$ cat config.mk
export PLATFORM = sky130hd
export DESIGN_NAME = dpot_ctrl
export DESIGN_NICKNAME = d
export VERILOG_FILES = /design/src/rtl/dpot_pkg.sv /design/src/rtl/dpot_sync.sv /design/src/rtl/dpot_edge.sv /design/src/rtl/dpot_shift.sv /design/src/rtl/dpot_latch.sv /design/src/rtl/dpot_tapdec.sv /design/src/rtl/dpot_ctrl.sv
export SDC_FILE = /design/constraint.sdc
export NUM_CORES = 1
export LEC_CHECK = 0
export ABC_AREA = 1
export BUFFER_PORTS_ARGS = -buffer_cell sky130_fd_sc_hd__buf_2
export CAP_MARGIN = 20
export CELL_PAD_IN_SITES_DETAIL_PLACEMENT = 0
export CELL_PAD_IN_SITES_GLOBAL_PLACEMENT = 2
export CORE_UTILIZATION = 18
export DETAILED_ROUTE_END_ITERATION = 16
export PLACE_DENSITY_LB_ADDON = 0.1
export SYNTH_ARGS = -nofsm -noshare
export SYNTH_HDL_FRONTEND = slang
export SYNTH_HIERARCHICAL = 1
export SYNTH_SLANG_ARGS = --single-unit
$ cat constraint.sdc
create_clock -name clk -period 1.5 [get_ports clk]
set_input_delay 0.3 -clock clk [delete_from_list [all_inputs] [get_ports clk]]
set_output_delay 0.3 -clock clk [all_outputs]
set_load 0.03 [all_outputs]
$ cat src/rtl/dpot_pkg.sv
package dpot_pkg;

  typedef struct packed {
    logic sclk;
    logic cs_n;
    logic sdi;
    logic preset_n;
    logic sleep_n;
  } pins_t;

  localparam pins_t PINS_IDLE = '{sclk: 1'b0, cs_n: 1'b1, sdi: 1'b0,
                                  preset_n: 1'b1, sleep_n: 1'b1};

  typedef enum logic [1:0] {
    SR_HOLD  = 2'd0,
    SR_SHIFT = 2'd1,
    SR_CLEAR = 2'd2
  } sr_op_e;

  typedef enum logic [1:0] {
    LT_HOLD = 2'd0,
    LT_LOAD = 2'd1,
    LT_MID  = 2'd2
  } lt_op_e;

endpackage

$ cat src/rtl/dpot_sync.sv
module dpot_sync #(
  parameter int W      = 5,
  parameter int STAGES = 2,
  parameter logic [W-1:0] RST_VAL = '0
) (
  input  logic         clk,
  input  logic         rst_n,
  input  logic [W-1:0] d,
  output logic [W-1:0] q
);
  logic [W-1:0] chain [STAGES];

  generate
    for (genvar s = 0; s < STAGES; s++) begin : g_stage
      if (s == 0) begin : g_first
        always_ff @(posedge clk or negedge rst_n) begin
          if (!rst_n) chain[0] <= RST_VAL;
          else        chain[0] <= d;
        end
      end else begin : g_next
        always_ff @(posedge clk or negedge rst_n) begin
          if (!rst_n) chain[s] <= RST_VAL;
          else        chain[s] <= chain[s-1];
        end
      end
    end
  endgenerate

  assign q = chain[STAGES-1];
endmodule

$ cat src/rtl/dpot_edge.sv
module dpot_edge #(
  parameter logic RST_VAL = 1'b0
) (
  input  logic clk,
  input  logic rst_n,
  input  logic lvl,
  output logic rise
);
  logic prev;

  always_ff @(posedge clk or negedge rst_n) begin
    if (!rst_n) prev <= RST_VAL;
    else        prev <= lvl;
  end

  assign rise = lvl & ~prev;
endmodule

$ cat src/rtl/dpot_shift.sv
module dpot_shift
  import dpot_pkg::*;
#(
  parameter int CODE_W = 7
) (
  input  logic              clk,
  input  logic              rst_n,
  input  sr_op_e            op,
  input  logic              din,
  output logic [CODE_W-1:0] q,
  output logic              tail
);
  function automatic logic [CODE_W-1:0] shift_in(input logic [CODE_W-1:0] cur,
                                                 input logic bit_in);
    return {cur[CODE_W-2:0], bit_in};
  endfunction

  logic [CODE_W-1:0] sr_d;

  always_comb begin
    unique case (op)
      SR_SHIFT: sr_d = shift_in(q, din);
      SR_CLEAR: sr_d = '0;
      default:  sr_d = q;
    endcase
  end

  always_ff @(posedge clk or negedge rst_n) begin
    if (!rst_n) q <= '0;
    else        q <= sr_d;
  end

  assign tail = q[CODE_W-1];
endmodule

$ cat src/rtl/dpot_latch.sv
module dpot_latch
  import dpot_pkg::*;
#(
  parameter int CODE_W = 7
) (
  input  logic              clk,
  input  logic              rst_n,
  input  lt_op_e            op,
  input  logic [CODE_W-1:0] din,
  output logic [CODE_W-1:0] q
);
  localparam logic [CODE_W-1:0] MID = CODE_W'(1) << (CODE_W - 1);

  logic [CODE_W-1:0] lt_d;

  always_comb begin
    unique case (op)
      LT_LOAD: lt_d = din;
      LT_MID:  lt_d = MID;
      default: lt_d = q;
    endcase
  end

  always_ff @(posedge clk or negedge rst_n) begin
    if (!rst_n) q <= MID;
    else        q <= lt_d;
  end
endmodule

$ cat src/rtl/dpot_tapdec.sv
module dpot_tapdec #(
  parameter int CODE_W = 7,
  localparam int TAPS  = 1 << CODE_W
) (
  input  logic [CODE_W-1:0] code,
  input  logic              blank,
  output logic [TAPS-1:0]   tap
);
  generate
    for (genvar t = 0; t < TAPS; t++) begin : g_tap
      assign tap[t] = ~blank & (code == CODE_W'(t));
    end
  endgenerate
endmodule

$ cat src/rtl/dpot_ctrl.sv
module dpot_ctrl
  import dpot_pkg::*;
#(
  parameter int CODE_W      = 7,
  parameter int SYNC_STAGES = 2,
  localparam int TAPS       = 1 << CODE_W
) (
  input  logic              clk,
  input  logic              sys_rst_n,
  input  logic              sclk,
  input  logic              cs_n,
  input  logic              sdi,
  input  logic              preset_n,
  input  logic              sleep_n,
  output logic [CODE_W-1:0] wiper_code,
  output logic [TAPS-1:0]   tap_sel,
  output logic              a_open,
  output logic              w_to_b,
  output logic              sdo_en,
  output logic              sdo
);
  pins_t pins_raw, pins_s;

  // Named internal events, used by the bound checker.
  logic              sclk_rise, cs_rise;
  logic              shift_en, load_en;
  logic              preset_act, shdn_act;
  logic              sdi_s;
  logic [CODE_W-1:0] sr_q;
  logic              sr_tail;
  sr_op_e            sr_op;
  lt_op_e            lt_op;

  assign pins_raw = '{sclk: sclk, cs_n: cs_n, sdi: sdi,
                      preset_n: preset_n, sleep_n: sleep_n};

  dpot_sync #(
    .W       ($bits(pins_t)),
    .STAGES  (SYNC_STAGES),
    .RST_VAL (PINS_IDLE)
  ) u_sync (
    .clk   (clk),
    .rst_n (sys_rst_n),
    .d     (pins_raw),
    .q     (pins_s)
  );

  dpot_edge #(.RST_VAL(1'b0)) u_sclk_edge (
    .clk (clk), .rst_n (sys_rst_n), .lvl (pins_s.sclk), .rise (sclk_rise)
  );

  dpot_edge #(.RST_VAL(1'b1)) u_cs_edge (
    .clk (clk), .rst_n (sys_rst_n), .lvl (pins_s.cs_n), .rise (cs_rise)
  );

  assign sdi_s      = pins_s.sdi;
  assign preset_act = ~pins_s.preset_n;
  assign shdn_act   = ~pins_s.sleep_n;
  assign shift_en   = sclk_rise & ~pins_s.cs_n;
  assign load_en    = cs_rise;

  always_comb begin
    if (preset_act)    sr_op = SR_CLEAR;
    else if (shift_en) sr_op = SR_SHIFT;
    else               sr_op = SR_HOLD;
  end

  always_comb begin
    if (preset_act)   lt_op = LT_MID;
    else if (load_en) lt_op = LT_LOAD;
    else              lt_op = LT_HOLD;
  end

  dpot_shift #(.CODE_W(CODE_W)) u_shift (
    .clk   (clk),
    .rst_n (sys_rst_n),
    .op    (sr_op),
    .din   (sdi_s),
    .q     (sr_q),
    .tail  (sr_tail)
  );

  dpot_latch #(.CODE_W(CODE_W)) u_latch (
    .clk   (clk),
    .rst_n (sys_rst_n),
    .op    (lt_op),
    .din   (sr_q),
    .q     (wiper_code)
  );

  dpot_tapdec #(.CODE_W(CODE_W)) u_tapdec (
    .code  (wiper_code),
    .blank (shdn_act),
    .tap   (tap_sel)
  );

  assign a_open = shdn_act;
  assign w_to_b = shdn_act;
  assign sdo_en = ~shdn_act;
  assign sdo    = sdo_en ? sr_tail : 1'b1;
endmodule

==> reports/metrics.yaml <==
run_status: "finished with violations"
violations: "negative setup slack"
max_stage_delay_ps: 550
path_class: "flip-flop to output port"
ant_nets: 0
nNetsFinal: 484
holdBufCountCts: 0
period_minus_slack_ps: 2010
startpoint: "u_sync/q[0]$_DFF_PN1_"
maxSlewViolCount: 0
fin_crit_sh: 1.34
fin_skew_ps: 2.37
path_max_fanout: 8
n_fill_cell: 1048
startpoint_type: "flip-flop"
synth.distinct_cells: 20
drc: 0
layout_commonest_cell: "buf_6"
cts.sinks: 26
fp.dieW_um: 110
cts_root_buffer: "clkbuf_16"
end_kind: "output port"
rows: 38
critPathBufInv: 4
io_pins: 146
critPathArrivalTime_ps: 1710
grt_max_degree: 27
rsz0062_at_grt: "true"
layout_common_cells: "buf_6 (111), nor2_4 (79), nand2_1 (64), buf_4 (50), nor2_2 (50)"
cts_buffers: 3
synth_fp_nets: 303
r2r_start: "u_sync/q[3]$_DFF_PN1_"
portBuffers: 145
drt_iter0_drc: 127
n_antenna_cell: 0
areaGrowthSynthToFinish_pct: 143
tightest_slew_ps: 575
firstDrtPassIters: 4
cts.path.max_buffers: 2
dieArea_sq_mm: 0.0120
grt_usage: 0.142
syn_avg_cell_area_sq_um: 7.10
cts_tree: "done"
initial_core_util: 0.188
drive_above_1_share: 0.804
antenna_found_initial: 0
path_cells: "clkinvlp_4 > inv_8 > buf_12 > nand3_4 > nor2_4 > buf_6"
yosysSeqAreaShare: 0.317
relSlewSlack: 0.617
hold_violations: 0
hp-class: "primary input to async pin"
grt_overflow_total: 0
r2r-end: "u_latch/q[5]$_DFFE_PN0P_"
ir_worst_vdd_mv: 0.316
power_density_mw_per_mm2: 430
die_h_um: 110
cp_slowest_cell: "dfstp_2"
whs_ps: 36.0
wl_per_cell_um: 14.0
yosysWarningCount: 6
grt_pass1_vias: 2406
setup-violations-final: 130
critical_path_required_ps: 1200
synthCells: 294
grt_pass1_wl_um: 13200
vias_per_cell: 4.01
clk_pin_slew_ps: 60
fmax_ghz: 0.497
p_leak_uw: 0.00195
cts_max_level: 1
r2r_setup_slack_ps: 80
post-place-ws_ps: -341
crit_family: "flip-flops"
cap_violations: 0
vias: 2465
worstSkewPairLatency_ps: 260
reg2reg_depth: 9
synth_area_sq_mm: 0.00209
ys_seq_elements: 26
dp_hpwl_um: 6990
finalWirelength_um: 8590
timing.final.ws_setup_ps: -512
design.core.area_sq_mm: 0.0111
globalplace.congestion: 0.699
stage by stage:
step                      area, sq um  TNS (ps)  instances   util  power, uW
after floorplan                  2820    -55310        294      -       1230
after global placement           4100    -30160        604  0.370       1500
after detailed placement         4100    -32350        604  0.370       1500
after CTS                        4980    -61930        611  0.450       2190
after global routing             5060    -69610        614  0.457       2300
final                            5060    -60350        614  0.457       2180
cell families (layout without fill, tap and decap cells):
| logic type | count (synthesis) | after routing | share of synthesized area |
|---|---|---|---|
| compound gates | 1 | 1 | 0.00240 |
| fa+ha+maj | 2 | 2 | 0.0120 |
| buf+inv | 37 | 217 | 0.0947 |
| flops | 26 | 26 | 0.317 |
| simple gates | 228 | 228 | 0.574 |
routing by layer:
metal | part of all wire | vias to the layer above | global-route usage
li1 | - | 1247 | -
met1 | 0.41 | 1141 | 0.180
met2 | 0.53 | 73 | 0.256
met3 | 0.052 | 4 | 0.0285
met4 | 0.0056 | 0 | 0.0181
met5 | 0 | - | 0
synth_stat cells, drive strengths merged:
library cell  number  area [sq um]
nor2             141           659
nand2             65           244
nand3             22           295
dfrtp             18           450
buf               17           118
inv               17          66.3
dfstp              8           210
clkinv             2          10.0
ha                 2          25.0
clkbuf             1          3.75
o21ai              1          5.00
how the worst max path moves through the flow:
stage                   endpoint  depth (start not counted)
floorplan             tap_sel[0]                          6
detailed placement    tap_sel[2]                          6
global route         tap_sel[24]                          6
finish               tap_sel[62]                          6
CTS                 tap_sel[120]                          6
global placement      tap_sel[3]                          6
power by group:
part	total, uW	switching (uW)	internal, uW
Clock	634	227	408
Combinational	742	450	292
Sequential	802	50.2	752
Total	2180	727	1450
registers in the layout, indices dropped and copies added (netlist names):
| register | cells |
|---|---|
| u_cs_edge/prev | 1 |
| u_sync/q | 5 |
| u_sync/chain | 5 |
| u_shift/q | 7 |
| u_sclk_edge/prev | 1 |
| u_latch/q | 7 |
area by class of cell:
type / count / area [sq um] / share of cell area
Tap cell: 140 / 175 / 0.0346
Inverter: 19 / 85.1 / 0.0168
Sequential cell: 26 / 667 / 0.132
Clock buffer: 4 / 88.8 / 0.0175
Timing Repair Buffer: 194 / 2060 / 0.407
Multi-Input combinational cell: 231 / 1990 / 0.392
repair_timing:
item | in CTS | in global routing
resized for setup | 249 | 14
pin swaps | 2 | 5
hold endpoints to repair | 0 | 0
buffers inserted | 3 | 3
setup endpoints to repair | 146 | 145
No activity file was read; power rests on OpenSTA's default activity.
